**config.mk**
```make
export PLATFORM = sky130hd
export DESIGN_NAME = dual_fifo_trig
export DESIGN_NICKNAME = d
export VERILOG_FILES = /design/src/rtl/spi_fifo_pkg.sv /design/src/rtl/byte_fifo.sv /design/src/rtl/fifo_ctl_reg.sv /design/src/rtl/irq_status.sv /design/src/rtl/dual_fifo_trig.sv
export SDC_FILE = /design/constraint.sdc
export NUM_CORES = 2
export LEC_CHECK = 0
export BUFFER_PORTS_ARGS = -buffer_cell sky130_fd_sc_hd__buf_2
export CAP_MARGIN = 15
export CORE_MARGIN = 3
export CORE_UTILIZATION = 55
export DETAILED_ROUTE_END_ITERATION = 16
export GPL_ROUTABILITY_DRIVEN = 0
export PLACE_DENSITY = 0.72
export SETUP_SLACK_MARGIN = 0.05
export SYNTH_ARGS = -nofsm -noshare
export SYNTH_HDL_FRONTEND = slang
export SYNTH_SLANG_ARGS = --single-unit
```
**constraint.sdc**
```tcl
create_clock -name clk -period 7.27 [get_ports clk]
set_input_delay 1.8175 -clock clk [delete_from_list [all_inputs] [get_ports clk]]
set_output_delay 1.8175 -clock clk [all_outputs]
set_load 0.01 [all_outputs]
```
**src/rtl/spi_fifo_pkg.sv**
```systemverilog
package spi_fifo_pkg;

    // control word field positions (decoded by register side)
    localparam int CTL_RX_THR_LSB = 0;
    localparam int CTL_RX_DMA     = 8;
    localparam int CTL_RX_RST     = 15;
    localparam int CTL_TX_THR_LSB = 16;
    localparam int CTL_TX_DMA     = 24;
    localparam int CTL_TX_RST     = 31;

    // status / enable events: index i lives at word bit 4*i
    localparam int NUM_EVT  = 4;
    localparam int EV_RXRDY = 0;
    localparam int EV_TXEMP = 1;
    localparam int EV_OVF   = 2;
    localparam int EV_DONE  = 3;

    typedef logic [NUM_EVT-1:0] evt_vec_t;

    typedef struct packed {
        logic       tx_rst;
        logic       tx_dma;
        logic [7:0] tx_thr;
        logic       rx_rst;
        logic       rx_dma;
        logic [7:0] rx_thr;
    } fifo_ctl_t;

    typedef struct packed {
        logic       valid;
        logic [7:0] data;
    } byte_beat_t;

    function automatic int evt_bit(input int idx);
        return idx * 4;
    endfunction

    function automatic fifo_ctl_t ctl_from_word(input logic [31:0] w);
        fifo_ctl_t c;
        c.rx_thr = w[CTL_RX_THR_LSB +: 8];
        c.rx_dma = w[CTL_RX_DMA];
        c.rx_rst = w[CTL_RX_RST];
        c.tx_thr = w[CTL_TX_THR_LSB +: 8];
        c.tx_dma = w[CTL_TX_DMA];
        c.tx_rst = w[CTL_TX_RST];
        return c;
    endfunction

    function automatic logic [31:0] ctl_to_word(input fifo_ctl_t c);
        logic [31:0] w;
        w = '0;
        w[CTL_RX_THR_LSB +: 8] = c.rx_thr;
        w[CTL_RX_DMA]          = c.rx_dma;
        w[CTL_RX_RST]          = c.rx_rst;
        w[CTL_TX_THR_LSB +: 8] = c.tx_thr;
        w[CTL_TX_DMA]          = c.tx_dma;
        w[CTL_TX_RST]          = c.tx_rst;
        return w;
    endfunction

    function automatic evt_vec_t evt_from_word(input logic [31:0] w);
        evt_vec_t v;
        for (int i = 0; i < NUM_EVT; i++) v[i] = w[evt_bit(i)];
        return v;
    endfunction

    function automatic logic [31:0] evt_to_word(input evt_vec_t v);
        logic [31:0] w;
        w = '0;
        for (int i = 0; i < NUM_EVT; i++) w[evt_bit(i)] = v[i];
        return w;
    endfunction

    function automatic logic [31:0] lvl_to_word(input logic [7:0] rxc, input logic [7:0] txc);
        logic [31:0] w;
        w = '0;
        w[7:0]   = rxc;
        w[23:16] = txc;
        return w;
    endfunction

endpackage

```
**src/rtl/byte_fifo.sv**
```systemverilog
module byte_fifo
    import spi_fifo_pkg::*;
#(
    parameter int DEPTH = 128,
    localparam int AW = (DEPTH > 1) ? $clog2(DEPTH) : 1,
    localparam int CW = $clog2(DEPTH + 1)
) (
    input  logic          clk,
    input  logic          rst,
    input  logic          flush,
    input  byte_beat_t    wr,
    input  logic          pop,
    output logic [7:0]    head,
    output logic [CW-1:0] count,
    output logic          full,
    output logic          empty
);
    localparam logic [CW-1:0] DEPTH_C = CW'(DEPTH);
    localparam logic [AW-1:0] LAST_C  = AW'(DEPTH - 1);

    logic [7:0]    mem [DEPTH];
    logic [AW-1:0] wr_ptr, rd_ptr;
    logic          do_push, do_pop;

    function automatic logic [AW-1:0] ptr_inc(input logic [AW-1:0] p);
        return (p == LAST_C) ? '0 : p + 1'b1;
    endfunction

    assign full    = (count == DEPTH_C);
    assign empty   = (count == '0);
    assign do_push = wr.valid && !full && !flush;
    assign do_pop  = pop && !empty && !flush;
    assign head    = mem[rd_ptr];

    always_ff @(posedge clk) begin
        if (rst || flush) begin
            wr_ptr <= '0;
            rd_ptr <= '0;
            count  <= '0;
        end else begin
            if (do_push) wr_ptr <= ptr_inc(wr_ptr);
            if (do_pop)  rd_ptr <= ptr_inc(rd_ptr);
            count <= count + CW'(do_push) - CW'(do_pop);
        end
    end

    always_ff @(posedge clk) begin
        if (do_push) mem[wr_ptr] <= wr.data;
    end

    a_r1_count_bound: assert property (@(posedge clk) disable iff (rst)
        count <= DEPTH_C);

    a_r3_full_push_dropped: assert property (@(posedge clk) disable iff (rst)
        (wr.valid && full && !pop && !flush) |=> $stable(count));

    a_r9_flush_empties: assert property (@(posedge clk) disable iff (rst)
        flush |=> (count == '0));

endmodule

```
**src/rtl/fifo_ctl_reg.sv**
```systemverilog
module fifo_ctl_reg
    import spi_fifo_pkg::*;
(
    input  logic        clk,
    input  logic        rst,
    input  logic        we,
    input  logic [31:0] wdata,
    output fifo_ctl_t   ctl
);
    always_ff @(posedge clk) begin
        if (rst) begin
            ctl <= '0;
        end else if (we) begin
            ctl <= ctl_from_word(wdata);
        end else begin
            ctl.rx_rst <= 1'b0;
            ctl.tx_rst <= 1'b0;
        end
    end

    a_r9_rx_rst_self_clear: assert property (@(posedge clk) disable iff (rst)
        (ctl.rx_rst && !we) |=> !ctl.rx_rst);

    a_r9_tx_rst_self_clear: assert property (@(posedge clk) disable iff (rst)
        (ctl.tx_rst && !we) |=> !ctl.tx_rst);

endmodule

```
**src/rtl/irq_status.sv**
```systemverilog
module irq_status
    import spi_fifo_pkg::*;
(
    input  logic        clk,
    input  logic        rst,
    input  evt_vec_t    set_vec,
    input  logic        w1c_we,
    input  logic [31:0] w1c_word,
    input  logic        en_we,
    input  logic [31:0] en_word,
    output logic [31:0] sta_q,
    output logic [31:0] en_q,
    output logic        irq
);
    evt_vec_t sta, en, clr;

    assign clr = w1c_we ? evt_from_word(w1c_word) : '0;

    for (genvar i = 0; i < NUM_EVT; i++) begin : g_evt
        logic sta_b;
        always_ff @(posedge clk) begin
            if (rst)           sta_b <= 1'b0;
            else if (clr[i])   sta_b <= 1'b0;
            else if (set_vec[i]) sta_b <= 1'b1;
        end
        assign sta[i] = sta_b;

        a_r6_clear_wins: assert property (@(posedge clk) disable iff (rst)
            clr[i] |=> !sta_b);

        a_r6_set_sticks: assert property (@(posedge clk) disable iff (rst)
            (set_vec[i] && !clr[i]) |=> sta_b);
    end

    always_ff @(posedge clk) begin
        if (rst)        en <= '0;
        else if (en_we) en <= evt_from_word(en_word);
    end

    assign sta_q = evt_to_word(sta);
    assign en_q  = evt_to_word(en);
    assign irq   = |(sta & en);

endmodule

```
**src/rtl/dual_fifo_trig.sv**
```systemverilog
module dual_fifo_trig
    import spi_fifo_pkg::*;
#(
    parameter int DEPTH = 128
) (
    input  logic        clk,
    input  logic        rst,
    input  logic        bus_tx_push,
    input  logic [7:0]  bus_tx_data,
    input  logic        bus_rx_pop,
    output logic [7:0]  bus_rx_data,
    input  logic        eng_tx_pop,
    output logic [7:0]  eng_tx_data,
    output logic        eng_tx_valid,
    input  logic        eng_rx_push,
    input  logic [7:0]  eng_rx_data,
    input  logic        xfer_done,
    input  logic        ctl_we,
    input  logic [31:0] ctl_wdata,
    input  logic        ien_we,
    input  logic [31:0] ien_wdata,
    input  logic        sta_w1c_we,
    input  logic [31:0] sta_w1c_data,
    output logic [31:0] ctl_q,
    output logic [31:0] lvl_q,
    output logic [31:0] ien_q,
    output logic [31:0] sta_q,
    output logic        irq,
    output logic        rx_dma_req,
    output logic        tx_dma_req
);
    localparam int CW = $clog2(DEPTH + 1);

    fifo_ctl_t     ctl;
    byte_beat_t    tx_wr, rx_wr;
    logic [CW-1:0] tx_cnt, rx_cnt;
    logic          tx_full, tx_empty, rx_full, rx_empty;
    logic          rx_cond, tx_cond, rx_ovf;
    evt_vec_t      evt_set;

    fifo_ctl_reg u_ctl (
        .clk   (clk),
        .rst   (rst),
        .we    (ctl_we),
        .wdata (ctl_wdata),
        .ctl   (ctl)
    );

    assign tx_wr = '{valid: bus_tx_push, data: bus_tx_data};
    assign rx_wr = '{valid: eng_rx_push, data: eng_rx_data};

    byte_fifo #(.DEPTH(DEPTH)) u_tx (
        .clk   (clk),
        .rst   (rst),
        .flush (ctl.tx_rst),
        .wr    (tx_wr),
        .pop   (eng_tx_pop),
        .head  (eng_tx_data),
        .count (tx_cnt),
        .full  (tx_full),
        .empty (tx_empty)
    );

    byte_fifo #(.DEPTH(DEPTH)) u_rx (
        .clk   (clk),
        .rst   (rst),
        .flush (ctl.rx_rst),
        .wr    (rx_wr),
        .pop   (bus_rx_pop),
        .head  (bus_rx_data),
        .count (rx_cnt),
        .full  (rx_full),
        .empty (rx_empty)
    );

    assign eng_tx_valid = !tx_empty;

    // threshold comparisons on widened values so any depth fits
    assign rx_cond = (32'(rx_cnt) >= 32'(ctl.rx_thr));
    assign tx_cond = (32'(tx_cnt) <= 32'(ctl.tx_thr));
    assign rx_ovf  = eng_rx_push && rx_full && !ctl.rx_rst;

    assign rx_dma_req = ctl.rx_dma && rx_cond;
    assign tx_dma_req = ctl.tx_dma && tx_cond;

    always_comb begin
        evt_set           = '0;
        evt_set[EV_RXRDY] = rx_cond;
        evt_set[EV_TXEMP] = tx_cond;
        evt_set[EV_OVF]   = rx_ovf;
        evt_set[EV_DONE]  = xfer_done;
    end

    irq_status u_sta (
        .clk      (clk),
        .rst      (rst),
        .set_vec  (evt_set),
        .w1c_we   (sta_w1c_we),
        .w1c_word (sta_w1c_data),
        .en_we    (ien_we),
        .en_word  (ien_wdata),
        .sta_q    (sta_q),
        .en_q     (ien_q),
        .irq      (irq)
    );

    assign ctl_q = ctl_to_word(ctl);
    assign lvl_q = lvl_to_word(8'(rx_cnt), 8'(tx_cnt));

    a_r3_overflow_flag: assert property (@(posedge clk) disable iff (rst)
        (eng_rx_push && rx_full && !ctl.rx_rst &&
         !(sta_w1c_we && sta_w1c_data[evt_bit(EV_OVF)])) |=> sta_q[evt_bit(EV_OVF)]);

    a_r10_done_flag: assert property (@(posedge clk) disable iff (rst)
        (xfer_done && !(sta_w1c_we && sta_w1c_data[evt_bit(EV_DONE)]))
        |=> sta_q[evt_bit(EV_DONE)]);

    a_r8_no_dma_when_disabled: assert property (@(posedge clk) disable iff (rst)
        !ctl_q[CTL_RX_DMA] |-> !rx_dma_req);

    a_r1_tx_valid_matches_count: assert property (@(posedge clk) disable iff (rst)
        eng_tx_valid |-> (lvl_q[23:16] != 8'd0));

endmodule

```
# --- Yosys cells after proc, flatten, opt, wreduce, memory -nomap -nowiden ---
# Memory sizes are Yosys's and may differ from the RTL's. A register that Yosys moved wholly into a read port is not among the register bits.
# Index checks and enable logic that the tools add are counted.
# W data, S select, Z words.
word_totals:
  n_memories: 2
  ff_bits: 72
  wordCells: 78
  mem_bits_rw: 2048
  inputBits: 122
mem_list:
  columns: ["name", "depth", "width", "read_ports", "rd_ports_with_merged_regs", "wr", "line", "text"]
  rows:
  - ["u_rx.mem", 128, 8, 1, 1, 1, "byte_fifo.sv:21", "logic [7:0] mem [DEPTH];"]
  - ["u_tx.mem", 128, 8, 1, 1, 1, "byte_fifo.sv:21", null]
op_classes:
  n_bitwise: 2
  reduce_logical: 28
  add_sub_neg: 8
  mux: 13
  n_eq_ne: 6
  n_lt_le_gt_ge: 2
op_table:
  columns: ["cell", "count"]
  rows:
  - ["$mux W7", 8]
  - ["$add A7 B1 Y7 const B", 4]
  - ["$eq A7 B7 Y1 const B", 4]
  - ["$add A8 B1 Y8", 2]
  - ["$eq A8 B8 Y1 const B", 2]
  - ["$logic_not A8 Y1", 2]
  - ["$sub A8 B1 Y8", 2]
  - ["$logic_and A1 B1 Y1", 12]
  - ["$reduce_or A2 Y1", 5]
  - ["$ge A8 B8 Y1", 1]
  - ["$le A8 B8 Y1", 1]
  - ["$logic_not A1 Y1", 6]
  - ["$and A4 B4 Y4", 1]
  - ["$mux W1", 4]
  - ["$mux W4", 1]
  - ["$reduce_or A4 Y1", 1]
  - ["$logic_or A1 B1 Y1", 2]
  - ["$not A1 Y1", 1]

# --- Logic depth before layout (Yosys ltp) ---
logic_depth:
  depth_word: 6
  ltp_mapped: 17
  depth_no_buf: 16

# --- Hierarchy ---
# A second synthesis with hierarchy kept.
hier_totals:
  hier_cells: 4301
  hier_area_um2: 83860.4
by_module_without_submodules:
  columns: ["module", "n_inst", "seq_area_each_um2", "area_per_inst_um2", "cells_each"]
  rows:
  - ["byte_fifo (u_rx)", 1, 31330.0, 40905.5, 2029]
  - ["byte_fifo (u_tx)", 1, 31330.0, 40824.2, 2032]
  - ["irq_status", 1, 160.2, 770.7, 90]
  - ["fifo_ctl_reg", 1, 400.4, 696.9, 62]
  - ["dual_fifo_trig", 1, 0.0, 663.1, 88]

# --- Worst setup path before layout ---
# Ideal clock, no wire load.
synth_path:
  path_kind: "in2reg"
  start: "in bus_rx_pop"
  end: "reg u_rx.count[6]"
  slack_ps: 3077
  stages: 14
  n_path_buf: 1
  arrival_ps: 4069
  setup_ps: 124
  path_cell_list: "a21boi_0 > nor2b_1 > clkbuf_1 > ha_1 > inv_1 > ha_1 > inv_1 > fa_1 > nand2b_1 > a21oi_1 > o21ai_0 > a21oi_1 > o21a_1 > nor3_1"
synth_between:
  elab_chain_cells: 3
synth_rtl:
  columns: ["item", "line", "text"]
  rows:
  - ["start: declaration", "dual_fifo_trig.sv:10", "input logic bus_rx_pop,"]
  - ["$logic_and A1 B1 Y1 (2 in series)", "byte_fifo.sv:32", "assign do_pop = pop && !empty && !flush;"]
  - ["$sub A8 B1 Y8", "byte_fifo.sv:43", "count <= count + CW'(do_push) - CW'(do_pop);"]
  - ["end signal: assignment", "byte_fifo.sv:43", null]
  - ["end: declaration", "byte_fifo.sv:14", "output logic [CW-1:0] count,"]
# Every way passes these cells.
# A chain may end at the register's enable or synchronous reset.

==> results.json <==
{
  "status": "complete, no violations",
  "grt_use_met3_pct": 3.67,
  "slowest_stage": "dfxtp_4",
  "ys_seq_area_share_pct": 75.6,
  "hold_buffers": 0,
  "fmax_ghz": 0.156,
  "fin_crit_sh_pct": 88.1,
  "worstPathRequired_ns": 5.45,
  "clkSlewWorstSetupHoldPaths_ns": 0.06,
  "layout_min_cycle_time_ns": 6.41,
  "post_cts_resized": 0,
  "dieArea_sq_mm": 0.157,
  "clockBufferDepth": 3,
  "first_pass_iters": 7,
  "areaGrowthSynthToFinish_pct": 10.9,
  "stdcell_area_sq_mm": 0.0927,
  "async_flop_share_pct": 0,
  "min_path_type": "reg -> reg",
  "synth_seq_cells": 2134,
  "syn_avg_cell_area_sq_um": 19.5,
  "cp-start-kind": "flop",
  "path_class": "reg -> out",
  "fin_nets": 4612,
  "wl_per_cell_um": 26.9,
  "core_sq_mm": 0.150,
  "die_w_um": 396,
  "ant_nets": 0,
  "num_vias": 40958,
  "cp_top_family": "compound AO/OA/AOI/OAI gates",
  "grt_use_total_pct": 22.8,
  "tns_ns": 0,
  "dpl.hpwl_mm": 106,
  "maxCapViolations": 0,
  "cts_tree": "built",
  "grtUsageMet2_pct": 37.2,
  "boundaryPins": 270,
  "critical_path.cell_chain": "buf_12, mux4_2, a22o_1, a221oi_1, o22ai_1, nor3_1, o221ai_1, buf_2",
  "rows": 142,
  "initial_utilization_pct": 55.6,
  "ys_types": 54,
  "cts_htree_levels": 4,
  "drive_gt1_share_pct": 22.0,
  "max_stage_delay_ns": 0.79,
  "grt_pass1_vias": 40739,
  "drtIter0Drc": 4336,
  "fillerInstances": 10361,
  "root_buffer": "clkbuf_16",
  "power_density_mw_per_mm2": 288,
  "synth_edf_count": 2048,
  "clock_sinks": 2134,
  "netlist_area_sq_mm": 0.0836,
  "end_kind": "primary output",
  "dieHeight_um": 396,
  "cts_buffers": 205,
  "viasPerCell": 6.17,
  "ys_warn_count": 0,
  "setup_viol": 0,
  "met1_usage_pct": 32.0,
  "skew_ns": 0.0716,
  "crit_buf_inv": 2,
  "synth_cells": 4289,
  "grt.overflow.total": 0,
  "max_slew_margin_pct": 17.2,
  "ys.flop_type": "edfxtp_1",
  "tightest_slew_ns": 1.24,
  "grt_max_degree": 109,
  "leakage_uw": 0.0286,
  "clk_latency_ns": 0.84,
  "busiest_layer": "met2",
  "worstPathMaxFanout": 45,
  "wl_mm": 178,
  "antenna_found_initial": 2,
  "crit_arrival_ns": 4.59,
  "grt_pass1_wl_mm": 266,
  "detail_route.drc_violations": 0,
  "slew_viol_final": 0,
  "placed_area_sq_mm": 0.0861,
  "rsz0062_at_grt": "false",
  "cts_setup_buffers": 0,
  "port_buffers": 117,
  "vdd_drop_max_mv": 0.245,
  "finalHoldViolations": 0
}
-- metal layers --
| metal | up-vias | routed length, um |
|---|---|---|
| met2 | 1762 | 89400 |
| met5 | - | 25 |
| met4 | 4 | 5230 |
| met3 | 317 | 12800 |
| li1 | 17647 | - |
| met1 | 21228 | 70900 |
-- kinds of logic after synthesis --
group,count (synthesis),synth area share (%)
flip-flops,2134,75.6
XOR/XNOR,29,0.304
AO/OA/AOI/OAI,505,4.35
adder cells (fa/ha/maj),46,0.706
AND/OR/NAND/NOR,536,2.77
multiplexers,668,13.9
buffers and inverters,370,2.35
other,1,0.00448
-- flip-flops by register name (all words and copies together) (netlist names), named ones only --
name	cells
u_ctl.ctl	20
u_sta.g_evt.sta_b	4
u_tx.mem	1024
u_rx.mem	1024
u_tx.wr_ptr	7
u_rx.wr_ptr	7
u_rx.rd_ptr	7
u_sta.en	4
u_rx.count	8
u_tx.rd_ptr	7
u_tx.count	8
-- final cells by class --
type                       count  area (sq um)  share of cell area (%)
antenna                        1          2.50                 0.00270
clock buffer                 274          5510                    5.94
sequential                  2134         63200                    68.2
clock inverter               113          1160                    1.25
tap                         2016          2520                    2.72
multi-input combinational   1868         18800                    20.3
inverter                      43           161                   0.174
timing repair buffer         192          1340                    1.44
-- worst paths after layout --
check	start	end	slack (ns)	cells past startpoint
worst max-delay path	flop	bus_rx_data[6]	0.86	8
worst max register to register	u_tx.count[3]	u_tx.mem[50][5]	3.36	8
worst min register to register	u_ctl.ctl[18]	u_ctl.ctl[18]	0.52	2
worst min-delay path	u_ctl.ctl[18]	u_ctl.ctl[18]	0.52	2
-- Yosys cell counts, types with 43 or more instances --
master	n	area (sq um)
inv_1	43	161
mux2_2	130	1460
ha_1	44	551
clkbuf_1	116	435
o221ai_1	48	420
edfxtp_1	2048	61500
nand2_1	50	188
o21ai_0	65	325
mux2i_1	154	1540
o22ai_1	50	313
a21oi_1	50	250
nor2_1	359	1350
buf_4	101	758
a22oi_1	162	1220
dfxtp_1	86	1720
mux4_2	384	8650
buf_2	71	355
-- metrics by stage --
step / std cells / util (%) / hold WS, ns / setup WS, ns / total power, uW
floorplan: 4372 / - / 0.456 / 3.08 / 15700
finish: 6641 / 61.6 / 0.519 / 0.863 / 26700
detailed placement: 6252 / 57.2 / 0.511 / 1.65 / 16600
global route: 6640 / 61.6 / 0.555 / 0.595 / 27700
global placement: 6252 / 57.2 / 0.489 / 1.69 / 16600
CTS: 6639 / 61.6 / 0.525 / 0.717 / 27000
-- placed cells by master, fill, tap and decap left out, types with 6 or more instances in the layout --
cell / n
a21oi_1: 50
a221o_1: 32
a221oi_1: 33
a22o_1: 32
a22oi_1: 162
and2_1: 10
buf_12: 12
buf_2: 101
buf_4: 79
bufinv_16: 15
clkbuf_1: 58
clkbuf_16: 206
clkbuf_8: 10
clkinv_1: 42
clkinv_16: 7
clkinv_2: 36
conb_1: 84
dfxtp_1: 82
edfxtp_1: 2048
ha_1: 44
inv_1: 43
mux2_2: 130
mux2i_1: 154
mux4_2: 384
nand2_1: 50
nand2b_1: 12
nand3_1: 16
nand4_1: 12
nor2_1: 355
nor2b_1: 23
nor2b_2: 8
nor3_1: 19
o21ai_0: 65
o21ai_1: 10
o221ai_1: 48
o22ai_1: 50
or2_2: 6
xnor2_1: 11
xor2_1: 18
-- worst reg2reg max path: cells and delay by family (launching register included) --
kind	cells	cell delay [ns]
adder cells (fa/ha/maj)	1	0.19
AO/OA/AOI/OAI	1	0.29
flip-flops	1	0.44
buffers and inverters	2	0.35
AND/OR/NAND/NOR	4	2.23
-- power by group --
part	internal [uW]	switching [uW]
Combinational	1140	1490
Clock	5900	4530
Sequential	13600	144
Note: power is estimated with default switching activity, not from simulation.
